$ cat config.mk
export PLATFORM = sky130hd
export DESIGN_NAME = rdq_out_pipe
export DESIGN_NICKNAME = d
export VERILOG_FILES = /design/src/rtl/rdq_pkg.sv /design/src/rtl/rdq_lat_pipe.sv /design/src/rtl/rdq_mask_pipe.sv /design/src/rtl/rdq_wr_gate.sv /design/src/rtl/rdq_out_pipe.sv
export SDC_FILE = /design/constraint.sdc
export NUM_CORES = 1
export LEC_CHECK = 0
export CAP_MARGIN = 20
export CELL_PAD_IN_SITES_DETAIL_PLACEMENT = 0
export CELL_PAD_IN_SITES_GLOBAL_PLACEMENT = 1
export CORE_MARGIN = 1.5
export CORE_UTILIZATION = 45
export CTS_CLUSTER_SIZE = 8
export DETAILED_ROUTE_END_ITERATION = 8
export DONT_BUFFER_PORTS = 1
export PLACE_DENSITY_LB_ADDON = 0.05
export SYNTH_ARGS = -nofsm -noshare
export SYNTH_HDL_FRONTEND = slang
export SYNTH_HIERARCHICAL = 1
export SYNTH_SLANG_ARGS = --single-unit
$ cat constraint.sdc
create_clock -name clk -period 9.9 [get_ports clk]
set_input_delay 1.98 -clock clk [delete_from_list [all_inputs] [get_ports clk]]
set_output_delay 1.98 -clock clk [all_outputs]
set_load 0.005 [all_outputs]
$ cat src/rtl/rdq_pkg.sv
package rdq_pkg;
  localparam int unsigned DATA_W = 32;
  localparam int unsigned BYTES  = DATA_W / 8;
  localparam int unsigned MAX_CL = 3;
  localparam int unsigned CL_W   = $clog2(MAX_CL + 1);
  localparam int unsigned MASK_DLY = 2;

  typedef logic [CL_W-1:0] cl_t;

  // a latency code is usable when it names 1..MAX_CL
  function automatic logic cl_ok(input cl_t c);
    return (c != '0) && (int'(c) <= MAX_CL);
  endfunction

  // stage index that yields a given latency
  function automatic cl_t tap_of(input cl_t c);
    return c - cl_t'(1);
  endfunction

  // widen a per-byte enable into a per-bit enable
  function automatic logic [DATA_W-1:0] spread(input logic [BYTES-1:0] be);
    logic [DATA_W-1:0] r;
    for (int b = 0; b < BYTES; b++) r[b*8 +: 8] = {8{be[b]}};
    return r;
  endfunction
endpackage

$ cat src/rtl/rdq_lat_pipe.sv
module rdq_lat_pipe #(
  parameter int unsigned DW    = 32,
  parameter int unsigned DEPTH = 3,
  localparam int unsigned SW   = $clog2(DEPTH + 1)
) (
  input  logic          clk,
  input  logic          rst_n,
  input  logic          adv,
  input  logic          in_v,
  input  logic [DW-1:0] in_d,
  input  logic [SW-1:0] tap_sel,
  output logic          out_v,
  output logic [DW-1:0] out_d,
  output logic          busy
);
  logic [DW-1:0] st_d [DEPTH];
  logic          st_v [DEPTH];

  for (genvar i = 0; i < DEPTH; i++) begin : g_stg
    if (i == 0) begin : g_head
      always_ff @(posedge clk) begin
        if (!rst_n) begin
          st_v[0] <= 1'b0;
          st_d[0] <= '0;
        end else if (adv) begin
          st_v[0] <= in_v;
          st_d[0] <= in_d;
        end
      end
    end else begin : g_body
      always_ff @(posedge clk) begin
        if (!rst_n) begin
          st_v[i] <= 1'b0;
          st_d[i] <= '0;
        end else if (adv) begin
          st_v[i] <= st_v[i-1];
          st_d[i] <= st_d[i-1];
        end
      end
    end
  end

  always_comb begin
    out_v = 1'b0;
    out_d = '0;
    busy  = 1'b0;
    for (int i = 0; i < DEPTH; i++) begin
      busy = busy | st_v[i];
      if (SW'(i) == tap_sel) begin
        out_v = st_v[i];
        out_d = st_d[i];
      end
    end
  end

  // an advancing edge captures the incoming valid flag at the head stage
  p_head_load_r1: assert property (@(posedge clk) disable iff (!rst_n)
    adv |=> (st_v[0] == $past(in_v)));

  // a held edge leaves the head stage untouched
  p_head_hold_r9: assert property (@(posedge clk) disable iff (!rst_n)
    !adv |=> ($stable(st_v[0]) && $stable(st_d[0])));
endmodule

$ cat src/rtl/rdq_mask_pipe.sv
module rdq_mask_pipe #(
  parameter int unsigned NB  = 4,
  parameter int unsigned DLY = 2
) (
  input  logic          clk,
  input  logic          rst_n,
  input  logic          adv,
  input  logic [NB-1:0] mask_in,
  output logic [NB-1:0] mask_dly
);
  logic [NB-1:0] m_st [DLY];

  for (genvar i = 0; i < DLY; i++) begin : g_mst
    always_ff @(posedge clk) begin
      if (!rst_n)   m_st[i] <= '0;
      else if (adv) m_st[i] <= (i == 0) ? mask_in : m_st[(i == 0) ? 0 : i-1];
    end
  end

  assign mask_dly = m_st[DLY-1];

  // the first mask stage records the sampled mask on an advancing edge
  p_mask_capture_r5: assert property (@(posedge clk) disable iff (!rst_n)
    adv |=> (m_st[0] == $past(mask_in)));

  // a held edge leaves the delayed mask unchanged
  p_mask_hold_r9: assert property (@(posedge clk) disable iff (!rst_n)
    !adv |=> $stable(mask_dly));
endmodule

$ cat src/rtl/rdq_wr_gate.sv
module rdq_wr_gate #(
  parameter int unsigned NB = 4
) (
  input  logic          wr_en,
  input  logic          adv,
  input  logic [NB-1:0] mask_in,
  output logic [NB-1:0] be
);
  always_comb begin
    be = '0;
    if (wr_en && adv) be = ~mask_in;
  end
endmodule

$ cat src/rtl/rdq_out_pipe.sv
module rdq_out_pipe
  import rdq_pkg::*;
(
  input  logic              clk,
  input  logic              rst_n,
  input  logic              cke,
  input  logic [CL_W-1:0]   cas_lat,
  input  logic              rd_valid,
  input  logic [DATA_W-1:0] rd_data,
  input  logic [BYTES-1:0]  dqm,
  input  logic              wr_en,
  output logic [DATA_W-1:0] dq_out,
  output logic [BYTES-1:0]  dq_oe,
  output logic [BYTES-1:0]  wr_be
);
  logic              cke_d;
  logic              adv;
  cl_t               cl_cur;
  logic              busy;
  logic              tap_v;
  logic [DATA_W-1:0] tap_d;
  logic [BYTES-1:0]  mask_late;
  logic              cl_take;

  always_ff @(posedge clk) begin
    if (!rst_n) cke_d <= 1'b1;
    else        cke_d <= cke;
  end
  assign adv = cke_d;

  assign cl_take = adv && !busy && cl_ok(cas_lat);

  always_ff @(posedge clk) begin
    if (!rst_n)       cl_cur <= cl_t'(1);
    else if (cl_take) cl_cur <= cas_lat;
  end

  rdq_lat_pipe #(.DW(DATA_W), .DEPTH(MAX_CL)) u_lat (
    .clk     (clk),
    .rst_n   (rst_n),
    .adv     (adv),
    .in_v    (rd_valid),
    .in_d    (rd_data),
    .tap_sel (tap_of(cl_cur)),
    .out_v   (tap_v),
    .out_d   (tap_d),
    .busy    (busy)
  );

  rdq_mask_pipe #(.NB(BYTES), .DLY(MASK_DLY)) u_msk (
    .clk      (clk),
    .rst_n    (rst_n),
    .adv      (adv),
    .mask_in  (dqm),
    .mask_dly (mask_late)
  );

  rdq_wr_gate #(.NB(BYTES)) u_wr (
    .wr_en   (wr_en),
    .adv     (adv),
    .mask_in (dqm),
    .be      (wr_be)
  );

  assign dq_oe  = tap_v ? ~mask_late : '0;
  assign dq_out = tap_d & spread(dq_oe);

  // the latency in force is always a legal code
  p_cl_legal_r2: assert property (@(posedge clk) disable iff (!rst_n)
    cl_ok(cl_cur));

  // while words are in flight the latency cannot move
  p_cl_frozen_r3: assert property (@(posedge clk) disable iff (!rst_n)
    busy |=> $stable(cl_cur));

  // no byte enable without a valid word leaving the pipe
  p_oe_needs_word_r7: assert property (@(posedge clk) disable iff (!rst_n)
    (dq_oe != '0) |-> tap_v);

  // disabled bytes read zero
  p_off_bytes_zero_r7: assert property (@(posedge clk) disable iff (!rst_n)
    ((dq_out & ~spread(dq_oe)) == '0));

  // a suspended cycle never enables a write byte
  p_wr_suspended_r8: assert property (@(posedge clk) disable iff (!rst_n)
    !adv |-> (wr_be == '0));

  // outputs hold across a held edge
  p_out_freeze_r9: assert property (@(posedge clk) disable iff (!rst_n)
    !adv |=> ($stable(dq_out) && $stable(dq_oe)));
endmodule

### Yosys cells after proc, flatten, opt, wreduce, memory -nomap -nowiden

Memories as Yosys holds them, arrays and structs flattened.
Index checks and enable logic that the tools add are counted.

* register bits: 3
* bits in latches: 0
* bits in writable memories: 107
* bits in read-only memories: 0
* logic and storage cells: 47
* memories: 3

* add/sub/neg operators: 1
* multiply operators: 0
* divide/modulo/power cells: 0
* order comparisons: 0
* equal/unequal tests: 2
* shift-type cells: 0
* mux-type cells: 20
* bitwise operators: 13
* reductions and logical operators: 6

Memories
* u_lat.st_d: depth 3, bits a word 32, read ports 3, clocked after memory_dff 0, write ports 3, RTL line rdq_lat_pipe.sv:16 `logic [DW-1:0] st_d [DEPTH];`
* u_msk.m_st: depth 2, bits a word 4, read ports 2, clocked after memory_dff 0, write ports 2, RTL line rdq_mask_pipe.sv:11 `logic [NB-1:0] m_st [DLY];`
* u_lat.st_v: depth 3, bits a word 1, read ports 3, clocked after memory_dff 0, write ports 3, RTL line rdq_lat_pipe.sv:17 `logic st_v [DEPTH];`

Operators by type and width (count)
* two-way mux 32 bit: 6
* bitwise AND 32 bit: 1
* two-way mux 4 bit: 4
* two-way mux 1 bit: 10
* OR 1 bit: 10
* inverter 4 bit: 2
* logical AND 1 bit: 3
* equality test 1 x 2 -> 1 bit (first input constant): 1
* equality test 2 bit (first input constant): 1
* zero test 2 bit: 1
* nonzero test 2 bit: 1
* subtractor 2 x 1 -> 2 bit (second input constant): 1
* zero test 1 bit: 1

### Logic depth before layout (Yosys ltp)

* word-level depth: 7
* gate-level depth with buffers: 8
* gate-level depth less buffers: 5

### Cells and area by module

The synthesis kept the hierarchy.

Modules (own cells, without submodules)
* rdq_lat_pipe: instances 1, cells an instance 302, area each 4657.0 um2, sequential area each 2962.8 um2
* rdq_out_pipe: instances 1, cells an instance 51, area each 445.4 um2, sequential area each 60.1 um2
* rdq_mask_pipe: instances 1, cells an instance 17, area each 296.5 um2, sequential area each 240.2 um2
* rdq_wr_gate: instances 1, cells an instance 4, area each 35.0 um2, sequential area each 0.0 um2

### Worst setup path before layout

OpenSTA, ideal clock, no wires.

* kind: input -> register
* start point: input rst_n
* end point: memory u_lat.st_d[0][0] (enable)
* setup time: 0.473 ns
* arrival time: 4.546 ns
* required time: 9.427 ns
* path slack: 4.881 ns
* cell stages on the path: 3
* cells stage by stage: buf_2 > clkbuf_1 > nand2b_1

RTL lines
* start, declared: RTL line rdq_out_pipe.sv:5 `input logic rst_n,`
* end, declared: RTL line rdq_lat_pipe.sv:16

### Worst setup path in the final report

* start point: register cl_cur[0]
* end point: output dq_out[11]

* word-level cells in the longest chain between the ends: 7

RTL lines
* start, declared: RTL line rdq_out_pipe.sv:18 `cl_t cl_cur;`
* start signal, assigned: RTL line rdq_out_pipe.sv:34 `if (!rst_n) cl_cur <= cl_t'(1);`
* start signal, assigned: RTL line rdq_out_pipe.sv:35 `else if (cl_take) cl_cur <= cas_lat;`
* subtractor 2 x 1 -> 2 bit (*): RTL line rdq_pkg.sv:17 `return c - cl_t'(1);`
* zero test 2 bit: RTL line rdq_lat_pipe.sv:49 `if (SW'(i) == tap_sel) begin`
* two-way mux 1 bit (2 in series): RTL line rdq_lat_pipe.sv:49
* two-way mux 1 bit (*): RTL line rdq_lat_pipe.sv:49
* named net tap_v: RTL line rdq_out_pipe.sv:20 `logic tap_v;`
* two-way mux 4 bit (*): RTL line rdq_out_pipe.sv:65 `assign dq_oe = tap_v ? ~mask_late : '0;`
* named net dq_oe[1]: RTL line rdq_out_pipe.sv:13 `output logic [BYTES-1:0] dq_oe,`
* bitwise AND 32 bit (*): RTL line rdq_out_pipe.sv:66 `assign dq_out = tap_d & spread(dq_oe);`
* end, declared: RTL line rdq_out_pipe.sv:12 `output logic [DATA_W-1:0] dq_out,`

The timed path passes the listed nets; every way through them passes the cells marked *.

==> summary.md <==
| Metric | Value |
|---|---|
| Die Ht | `113 µm` |
| Initial antenna violation count | `1` |
| Sequential fraction of the synthesis area | `60.1%` |
| WHS | `0.545 ns` |
| Vias in the first global route | `2840` |
| Global-route wire length before repair | `16200 µm` |
| H-tree levels | `3` |
| Startpoint types | `register` |
| Root buf cell | `clkbuf_16` |
| Hold Crit Class | `reg2reg` |
| WP data required | `7.92 ns` |
| Final Wtd Congestion | `0.656` |
| Ys Warns | `6` |
| CP max FO | `35` |
| TritonCTS clock tree | `built` |
| Net Sw Power | `0.237 mW` |
| Max Fclk | `216 MHz` |
| Synth-to-layout area growth | `4.51%` |
| Vias per Instance | `5.81` |
| Multi-input gate area | `0.00191 mm²` |
| RSZ-0062 raised after global routing | `false` |
| Via count | `2907` |
| Worst ir drop on vdd | `approximately 0.070 mV` |
| Tmin final | `4.63 ns` |
| Nature of the critical path endpoint | `output port` |
| DR WL/cell | `20.6 µm` |
| Layout Nets | `394` |
| Final setup viols | `0` |
| Avg Cell Area, Syn | `14.5 µm²` |
| P_int | `0.789 mW` |
| Seq pwr share | `54.2%` |
| Flop-to-flop setup slack | `approximately 7 ns` |
| Ys flop type | `edfxtp_1` |
| Rows | `39` |
| DR DRC count | `0` |
| Largest net degree at the start of global routing | `114` |
| Rel. slew slack | `26.4%` |
| Hold_buf cts | `0` |
| Worst-path clk slew | `0.07 ns` |
| EDFF count, synth | `approximately 110` |
| Clock Path Buffers | `2` |
| Commonest cells after routing, fill and taps aside | `and3_1 (106), edfxtp_1 (106), mux2i_1 (34)` |
| Share of layout cells above drive strength 1 | `22.2%` |
| DRT Wirelength | `10300 µm` |
| Die X | `113 µm` |
| CTS Buf Count | `9` |
| Post-CTS Setup Bufs | `0` |
| Initial Util | `46.8%` |
| Critical path class | `reg2out` |
| Crit path arrival time | `2.65 ns` |
| Clock share of power | `between 30% and 40%` |
| Comb power frac | `10.8%` |
| Fillers | `1019` |
| Skew-Pair Late Insertion Delay | `0.34 ns` |
| Die Area | `0.0127 mm²` |
| Grt ovf | `0` |
| Setup TNS | `0 ns` |
| TritonRoute pass-1 iters | `4` |
| Reg area | `about 0.0033 mm²` |
| Mapped Nets | `roughly 420` |
| Final core utilization | `between 40% and 50%` |
| Total clock sinks | `110` |
| DP Wirelength | `5460 µm` |
| Clock skew | `0.00611 ns` |
| Maxcap violations | `0` |
| Final ANT Viol Nets | `0` |
| PortBufs | `0` |
| GRT Total Usage | `16.6%` |
| Drt initial violations | `175` |
| Synth async-reset ratio | `0%` |
| Post_cts resized | `0` |
| Leakage | `2.44 nW` |
| Post-Syn Area | `0.00543 mm²` |
| PwrDens | `roughly 180 mW/mm²` |
| Hold Vio Cnt, Final | `0` |
| Number of synthesized register bits | `110` |
| Post-synthesis cell type count | `23` |
| Ports | `83` |
| Sw Ratio | `a little under a quarter` |
| Worst slew pin tran | `between 1 and 1.5 ns` |
| Status | `finished, final reports clean` |
| Syn Inst Count | `374` |
| Max Transition Viols Final | `0` |
| Period utilization | `46.7%` |
| CORE AREA | `0.0116 mm²` |
-- synthesized netlist by cell type (3+ instances only) --
cell type	number	share of area, %
and2_1	11	1.3
and2_2	22	3.0
and3_1	106	12
and3b_1	5	0.81
buf_12	3	1.1
buf_2	5	0.46
buf_4	3	0.41
buf_6	9	1.9
clkbuf_1	18	1.2
dfxtp_1	4	1.5
edfxtp_1	106	59
mux2i_1	34	6.3
nand2b_1	3	0.35
nor2b_4	5	1.3
o2bb2ai_1	3	0.48
o2bb2ai_2	30	8.3
-- power by group through the flow --
stage                     registers (mW)  clock network [mW]  logic (mW)
final                              0.556               0.359       0.111
after global placement             0.565                   0       0.113
after floorplan                    0.564                   0       0.109
after detailed placement           0.567                   0       0.114
after CTS                          0.556               0.370       0.114
after global routing               0.560               0.390       0.122
-- metrics by stage --
| step | power, mW | std cells | worst slack [ns] | cell area (µm²) |
|---|---|---|---|---|
| 6_report | 1.03 | 500 | 5.27 | 5680 |
| 5_1_grt | 1.07 | 499 | 5.08 | 5680 |
| 4_1_cts | 1.04 | 499 | 5.20 | 5680 |
| 3_5_place_dp | 0.681 | 483 | 5.57 | 5380 |
| 3_3_place_gp | 0.678 | 483 | 5.63 | 5380 |
| 2_1_floorplan | 0.673 | 374 | 4.88 | 5430 |
-- routing by layer --
| layer | track usage [%] | share of wire (%) | up-vias |
|---|---|---|---|
| li1 | - | - | 1373 |
| met4 | 6.75 | 0.97 | 0 |
| met3 | 3.21 | 3.8 | 7 |
| met2 | 24.4 | 45 | 69 |
| met5 | 0 | 0 | - |
| met1 | 24.4 | 50 | 1458 |
-- sequential cells by signal, indices dropped and copies added (netlist names) --
register,cells
adv,1
cl_cur,2
u_lat/st_d,96
u_lat/st_v,3
u_msk/m_st,8
-- cell type report --
type / count / area share (%)
diodes: 1 / 0.0441
clock buffers: 12 / 4.34
clock inverters: 4 / 0.837
inverters: 1 / 0.0661
multi-input cells: 225 / 33.6
flip-flops and latches: 110 / 57.5
well taps: 143 / 3.15
repair buffers: 4 / 0.529
-- worst max-delay path, stage by stage, from the launching register on --
cell and delay [ns]:
dfxtp_1 0.38, inv_2 0.43, nor2b_4 0.66, o2bb2ai_1 0.25, nor2b_4 0.37, and2_2 0.22
-- cell families (layout without fill, tap and decap cells) --
| family | count (synthesis) | after routing | synth area share [%] |
|---|---|---|---|
| compound gates | 35 | 35 | 9.07 |
| buf+inv | 39 | 21 | 5.16 |
| mux | 34 | 34 | 6.26 |
| flops | 110 | 110 | 60.1 |
| xor+xnor | 1 | 1 | 0.161 |
| simple gates | 155 | 155 | 19.3 |
| other cells | 0 | 1 | 0 |
-- final timing paths --
path | startpoint | endpoint | cells after the start
max reg2reg | adv | u_lat/st_d[0][6] | 3
min | u_lat/st_v[2] | u_lat/st_v[2] | 2
max | cl_cur[0] | dq_out[11] | 5
min reg2reg | u_lat/st_v[2] | u_lat/st_v[2] | 2
No activity file was read; power rests on OpenSTA's default activity.
